[config.mk]
export PLATFORM = sky130hd
export DESIGN_NAME = irq_arb_top
export DESIGN_NICKNAME = d
export VERILOG_FILES = /design/src/rtl/irq_arb_pkg.sv /design/src/rtl/irq_prio_pick.sv /design/src/rtl/irq_lvl_cmp.sv /design/src/rtl/irq_arb_top.sv
export SDC_FILE = /design/constraint.sdc
export NUM_CORES = 1
export LEC_CHECK = 0
export BUFFER_PORTS_ARGS = -buffer_cell sky130_fd_sc_hd__buf_2
export CAP_MARGIN = 20
export CORE_ASPECT_RATIO = 1.5
export CORE_MARGIN = 5
export CORE_UTILIZATION = 55
export CTS_BUF_LIST = sky130_fd_sc_hd__clkbuf_4
export CTS_CLUSTER_SIZE = 40
export DETAILED_ROUTE_END_ITERATION = 8
export PLACE_DENSITY_LB_ADDON = 0.05
export SLEW_MARGIN = 20
export SYNTH_ARGS = -nofsm -noshare
export SYNTH_HDL_FRONTEND = slang
export SYNTH_SLANG_ARGS = --single-unit
[constraint.sdc]
create_clock -name clk -period 3.52 [get_ports clk]
set_clock_uncertainty 0.1 [all_clocks]
set_input_delay 0.528 -clock clk [delete_from_list [all_inputs] [get_ports clk]]
set_output_delay 0.528 -clock clk [all_outputs]
set_load 0.02 [all_outputs]
[src/rtl/irq_arb_pkg.sv]
package irq_arb_pkg;

    typedef enum logic [1:0] {
        ST_IDLE   = 2'd0,
        ST_POSTED = 2'd1,
        ST_TAKEN  = 2'd2
    } arb_state_e;

endpackage

[src/rtl/irq_prio_pick.sv]
module irq_prio_pick #(
    parameter int N_DEV = 8,
    parameter int LVL_W = 3,
    localparam int IDX_W = $clog2(N_DEV)
) (
    input  logic [N_DEV-1:0]       req,
    input  logic [N_DEV*LVL_W-1:0] dev_lvl,
    output logic                   any,
    output logic [IDX_W-1:0]       win_idx,
    output logic [LVL_W-1:0]       win_lvl
);

    logic [LVL_W-1:0] lvl_a [N_DEV];

    for (genvar g = 0; g < N_DEV; g++) begin : g_unpack
        assign lvl_a[g] = dev_lvl[g*LVL_W +: LVL_W];
    end

    // Scan upward; replace only on a strictly larger level so ties keep the lower index.
    always_comb begin
        any     = 1'b0;
        win_idx = '0;
        win_lvl = '0;
        for (int i = 0; i < N_DEV; i++) begin
            if (req[i] && (!any || (lvl_a[i] > win_lvl))) begin
                any     = 1'b1;
                win_idx = IDX_W'(i);
                win_lvl = lvl_a[i];
            end
        end
    end

endmodule

[src/rtl/irq_lvl_cmp.sv]
module irq_lvl_cmp #(
    parameter int LVL_W = 3
) (
    input  logic             any,
    input  logic [LVL_W-1:0] cand_lvl,
    input  logic [LVL_W-1:0] cur_lvl,
    output logic             outranks
);

    assign outranks = any && (cand_lvl > cur_lvl);

endmodule

[src/rtl/irq_arb_top.sv]
module irq_arb_top
    import irq_arb_pkg::*;
#(
    parameter int N_DEV = 8,
    parameter int LVL_W = 3,
    localparam int IDX_W = $clog2(N_DEV)
) (
    input  logic                   clk,
    input  logic                   rst_n,
    input  logic [N_DEV-1:0]       req,
    input  logic [N_DEV*LVL_W-1:0] dev_lvl,
    input  logic [LVL_W-1:0]       cur_lvl,
    input  logic                   take,
    output logic                   irq,
    output logic [IDX_W-1:0]       irq_idx,
    output logic [LVL_W-1:0]       irq_lvl
);

    arb_state_e       state_q, state_d;
    logic             cand_any;
    logic [IDX_W-1:0] cand_idx;
    logic [LVL_W-1:0] cand_lvl;
    logic             cand_ok;
    logic             irq_q;
    logic [IDX_W-1:0] idx_q;
    logic [LVL_W-1:0] lvl_q;

    irq_prio_pick #(.N_DEV(N_DEV), .LVL_W(LVL_W)) u_pick (
        .req     (req),
        .dev_lvl (dev_lvl),
        .any     (cand_any),
        .win_idx (cand_idx),
        .win_lvl (cand_lvl)
    );

    irq_lvl_cmp #(.LVL_W(LVL_W)) u_cmp (
        .any      (cand_any),
        .cand_lvl (cand_lvl),
        .cur_lvl  (cur_lvl),
        .outranks (cand_ok)
    );

    // Transitions: post, accept, withdraw, resume.
    always_comb begin
        state_d = state_q;
        unique case (state_q)
            ST_IDLE:   if (cand_ok) state_d = ST_POSTED;
            ST_POSTED: begin
                if (take)              state_d = ST_TAKEN;
                else if (!req[idx_q])  state_d = ST_IDLE;
            end
            ST_TAKEN:  state_d = ST_IDLE;
            default:   state_d = ST_IDLE;
        endcase
    end

    always_ff @(posedge clk or negedge rst_n) begin
        if (!rst_n) state_q <= ST_IDLE;
        else        state_q <= state_d;
    end

    always_ff @(posedge clk or negedge rst_n) begin
        if (!rst_n) begin
            irq_q <= 1'b0;
            idx_q <= '0;
            lvl_q <= '0;
        end else begin
            irq_q <= (state_d == ST_POSTED);
            if (state_q != ST_POSTED && state_d == ST_POSTED) begin
                idx_q <= cand_idx;
                lvl_q <= cand_lvl;
            end else if (state_d != ST_POSTED) begin
                idx_q <= '0;
                lvl_q <= '0;
            end
        end
    end

    assign irq     = irq_q;
    assign irq_idx = idx_q;
    assign irq_lvl = lvl_q;

endmodule

==> out/results.txt, run 1 <==
Placer Congestion - 0.8751
Top cell types by occurrence after synthesis - 24 x ha_1, 19 x nand2_1, 15 x inv_1, 9 x a21oi_1, 9 x dfrtp_1
Number of post-CTS setup repair buffers - 20
Total CTS buffers - 3
Floorplan row count - 24
DP HPWL - 5049 microns
Cts repair resizes - 30
Synth Register Bits - 9
Ys Warns - 0
Area contributors post-synth - ha_1 19%, dfrtp_1 14%, nand2_1 4.4%
Syn Nets - 255
Hold_buf cts - 0
EDFF count, synth - 0
Starting density of the core - 55.99%
Cell count after synthesis - 193
Area leader, netlist - ha_1
Clock buffer depth - 2
Number of I/O port buffers - 44
Die Wd - 54.23 microns
Mapped Area - 1614 sq um
Syn avg cell area - 8.363 sq um
Synth top area share - 18.60%
H-Tree Depth - 1
Share of the yosys chip area belonging to registers - 13.95%
Exit stage - 4_1_cts
Status - aborted with a tool error
FFs w/ async S/R, synth - 100.0%
Post-synth cell types - 54
Clk sinks - 9
Die H - 76.35 microns
Count leader, synth - ha_1
Tool error - [ERROR DPL-0033] detailed placement checks failed during check placement.
I/O Pins - 45
Clock root buffer - clkbuf_4
Primary FF master, synth - dfrtp_1
==> through the flow <==
stage	area, sq um	hold slack, ns	setup TNS [ns]	setup slack (ns)	cells
3_5_place_dp	2531	0.2873	-54.03	-6.893	341
2_1_floorplan	1785	0.1324	-48.83	-6.174	193
3_3_place_gp	2531	0.2791	-49.52	-6.313	341
==> cells by family after synthesis <==
| logic type | count (synthesis) | synth area share, % |
|---|---|---|
| AO/OA/AOI/OAI | 75 | 35.12 |
| AND/OR/NAND/NOR | 58 | 21.71 |
| adder cells (fa/ha/maj) | 24 | 18.60 |
| buffers and inverters | 22 | 5.891 |
| flip-flops | 9 | 13.95 |
| multiplexers | 5 | 4.728 |
==> inputs of run 2 (changes only) <==
--- a/config.mk
+++ b/config.mk
@@ -7,13 +7,10 @@
 export LEC_CHECK = 0
 export BUFFER_PORTS_ARGS = -buffer_cell sky130_fd_sc_hd__buf_2
 export CAP_MARGIN = 20
-export CORE_ASPECT_RATIO = 1.5
 export CORE_MARGIN = 5
-export CORE_UTILIZATION = 55
-export CTS_BUF_LIST = sky130_fd_sc_hd__clkbuf_4
-export CTS_CLUSTER_SIZE = 40
+export CORE_UTILIZATION = 40
 export DETAILED_ROUTE_END_ITERATION = 8
-export PLACE_DENSITY_LB_ADDON = 0.05
+export PLACE_DENSITY_LB_ADDON = 0.15
 export SLEW_MARGIN = 20
 export SYNTH_ARGS = -nofsm -noshare
 export SYNTH_HDL_FRONTEND = slang
==> run 2 against run 1 <==
The flow now finishes, with violations (setup timing); synthesized area is the same; synthesized cell count unchanged.
==> out/results.txt, run 2 <==
Pin count of the biggest net entering global routing - 10
Clk sinks - 9
Core ar. - 3943 sq um
Commonest cells after routing, fill and taps aside - 98 x buf_4, 43 x buf_2, 16 x ha_1
Commonest non-fill, non-tap cell in the layout - buf_4
Area Growth Syn to Fin - 87.60%
Hold_buf cts - 0
Final hold vios - 0
Share of the yosys chip area belonging to registers - 13.95%
Placer Congestion - 0.8903
Status - finished, violations left
PwrDens - 611.8 nW/um^2
Worst VDD drop - 451.7 uV
Slew @ Worst Pin - 0.7067 ns
Diodes inserted - 0
Area contributors post-synth - ha_1 19%, dfrtp_1 14%, nand2_1 4.4%
Violated checks - setup timing
Detailed Routing Iterations Pass 1 - 4
Dpl cells - 351
WL final - 5749 microns
Final core utilization - 76.80%
Worst setup EP type - flop
WP data required - 3.52 ns
Die Wd - 73.52 microns
Mapped Area - 1614 sq um
Worst-Skew Late Latency - 0.22 ns
DP HPWL - 4113 microns
Hold WS - 0.03841 ns
CP bufs+invs - 4
Layout cells sized above 1 - 62.61%
Number of global-route vias before repair - 2,109
WP depth - 51
Total grt overflow - 0
H-Tree Depth - 1
Count leader, synth - ha_1
Worst path arrival time - 9.70 ns
Worst setup path end - irq_lvl[2]
Crit Path Max Fanout - 7
Gr usage total - 21.43%
Seq pwr share - 8.9%
Final nets - 400
Switching share of power - 41.21%
Slew headroom - 52.77%
Final WS setup - -6.184 ns
Routed Antenna Nets - 0
Critical path's slowest cell - a211o_4
CP max stage delay - 0.38 ns
FILL cells - 295
Delay-heaviest family, CP - compound AO/OA/AOI/OAI gates
DP Worst Slack - -6.634 ns
Max Clk Rate - 0.1030 GHz
Top cell types by occurrence after synthesis - 24 x ha_1, 19 x nand2_1, 15 x inv_1, 9 x a21oi_1, 9 x dfrtp_1
Worst min path class - in2async
Slew Viols, Final - 0
Comb power frac - 84.9%
Largest family of logic cells by synthesized area - compound AO/OA/AOI/OAI gates
TritonCTS clock tree - done
Syn avg cell area - 8.363 sq um
RSZ-0062 raised after global routing - yes
Adder-cell share of the synthesized area - 18.60%
Die H - 73.52 microns
RR Startpoint - irq_idx[0]
Crit. Startpoint - req[0]
Area leader, netlist - ha_1
Critical Path Most Common Cell - ha_1
Initial antenna violation count - 0
Syn Nets - 255
Vias per inst - 5.393
Cell count after synthesis - 193
Overall die area - 5405 sq um
First-pass GRT wire length - 9273 microns
Vias - 2,087
Synth Area in Compound Gates - 35.12%
Post-Synth XOR/XNOR Area - 0%
Total CTS buffers - 3
Number of I/O port buffers - 44
Reg-to-reg setup timing slack - 1.60 ns
Average wire per standard cell - 14.86 microns
Post-synthesis simple-gate area fraction - 21.71%
Total power - 1.852 mW
Post-route non-filler standard cell count - 387
Clock buffer depth - 2
Fin crit period - 9.704 ns
Post-synth cell types - 54
Synth top area share - 18.60%
Synth Register Bits - 9
Critical path class - in2reg
Floorplan row count - 23
Clock root buffer - clkbuf_8
FFs w/ async S/R, synth - 100.0%
I/O Pins - 45
Max_cap viols - 0
Internal power - 1.089 mW
Clock power frac - 6.1%
Leakage - 1.472 nW
Ys Warns - 0
Worst R2R Path Depth - 5
DRC Markers - 0
Worst-path clk slew - 0.04 ns
RR Endpoint - irq_lvl[2]
Post-synthesis mux area share - 4.729%
Type of origin of the critical path - primary input
EDFF count, synth - 0
Psw - 0.7634 mW
Starting density of the core - 40.94%
Final worst-path cycle share - 275.7%
Primary FF master, synth - dfrtp_1
Final setup vio count - 8
Initial DRC count - 78
-- run 2: cell counts after synthesis --
Identical to the previous run, type by type.
-- run 2: power by group through the flow --
stage	clock network (mW)	logic [mW]	registers (mW)
6_report	0.113	1.57	0.166
2_1_floorplan	0	0.746	0.188
4_1_cts	0.118	1.47	0.165
3_3_place_gp	0	1.13	0.166
3_5_place_dp	0	1.14	0.166
5_1_grt	0.121	1.71	0.170
-- run 2: kinds of logic (layout without fill, tap and decap cells) --
kind of cell | count (synthesis) | count (layout)
AO/OA/AOI/OAI | 75 | 75
AND/OR/NAND/NOR | 58 | 58
adder cells (fa/ha/maj) | 24 | 24
buffers and inverters | 22 | 166
flip-flops | 9 | 9
multiplexers | 5 | 5
-- run 2: layout make-up --
class	count	area [sq um]	share of cell area, %
repair buffers	145	999.7	33.02
multi-input cells	162	1632	53.88
well taps	50	62.56	2.066
inverters	17	63.81	2.107
flip-flops and latches	9	225.2	7.438
clock buffers	4	45.04	1.488
-- run 2: how the worst min path moves through the flow --
stage,slack (ns),end,start
floorplan,0.13,irq,rst_n
global placement,0.28,state_q[0],rst_n
detailed placement,0.28,irq_lvl[2],rst_n
CTS,0.04,irq_lvl[2],rst_n
global route,0.05,state_q[0],rst_n
finish,0.04,irq_lvl[2],rst_n
-- run 2: timing repair --
action / CTS / global route
resized for setup: 33 / 8
buffers inserted: 28 / 4
pin swaps: 46 / 4
endpoints found under the setup margin: 8 / 8
-- run 2: per-stage QoR --
stage                     instance area, sq um  setup TNS, ns
final                                     3028         -48.69
after global routing                      3028         -52.24
after CTS                                 2947         -46.73
after detailed placement                  2525         -52.24
after global placement                    2525         -50.85
after floorplan                           1785         -48.83
-- run 2: layer usage --
metal / track usage, % / vias to the layer above / routed length [microns]
li1: - / 1045 / -
met1: 26.27 / 978 / 2416
met2: 39.86 / 58 / 3055
met3: 1.642 / 6 / 244
met4: 5.433 / 0 / 34
met5: 0 / - / 0
No activity file was read; power rests on OpenSTA's default activity.
==> inputs of run 3 (changes only) <==
--- a/config.mk
+++ b/config.mk
@@ -7,8 +7,10 @@
 export LEC_CHECK = 0
 export BUFFER_PORTS_ARGS = -buffer_cell sky130_fd_sc_hd__buf_2
 export CAP_MARGIN = 20
+export CELL_PAD_IN_SITES_DETAIL_PLACEMENT = 2
+export CELL_PAD_IN_SITES_GLOBAL_PLACEMENT = 2
 export CORE_MARGIN = 5
-export CORE_UTILIZATION = 40
+export CORE_UTILIZATION = 33
 export DETAILED_ROUTE_END_ITERATION = 8
 export PLACE_DENSITY_LB_ADDON = 0.15
 export SLEW_MARGIN = 20
==> run 3 against run 2 <==
The run now fails in 3_5_place_dp; synthesized area did not move; synthesized cell count is the same.
==> out/results.txt, run 3 <==
Synth Register Bits - 9
Area contributors post-synth - ha_1 19%, dfrtp_1 14%, nand2_1 4.4%
I/O Pins - 45
Status - aborted with a tool error
Synth Area in Compound Gates - 35.12%
Mapped Area - 1614 sq um
Die Wd - 79.94 microns
EDFF count, synth - 0
Post-Synth XOR/XNOR Area - 0%
DP HPWL - 7184 microns
Area leader, netlist - ha_1
Ys Warns - 0
Post-synthesis simple-gate area fraction - 21.71%
Post-synth cell types - 54
Number of I/O port buffers - 44
Synth top area share - 18.60%
Starting density of the core - 34.17%
Tool error - [ERROR DPL-0033] detailed placement checks failed during check placement.
Die H - 79.94 microns
Adder-cell share of the synthesized area - 18.60%
Exit stage - 3_5_place_dp
Share of the yosys chip area belonging to registers - 13.95%
Floorplan row count - 25
Largest family of logic cells by synthesized area - compound AO/OA/AOI/OAI gates
Primary FF master, synth - dfrtp_1
Count leader, synth - ha_1
FFs w/ async S/R, synth - 100.0%
Cell count after synthesis - 193
Syn Nets - 255
Top cell types by occurrence after synthesis - 24 x ha_1, 19 x nand2_1, 15 x inv_1, 9 x a21oi_1, 9 x dfrtp_1
Syn avg cell area - 8.363 sq um
Post-synthesis mux area share - 4.729%
Placer Congestion - 0.8688
-- run 3: cell counts after synthesis --
Identical to the previous run, type by type.
-- run 3: cells by family after synthesis --
family,Yosys count
compound gates,75
fa+ha+maj,24
buf+inv,22
flops,9
mux,5
simple gates,58
-- run 3: through the flow --
step / instance area (sq um) / hold slack [ns] / cells
floorplan: 1785 / 0.1324 / 193
global placement: 2604 / 0.2831 / 374
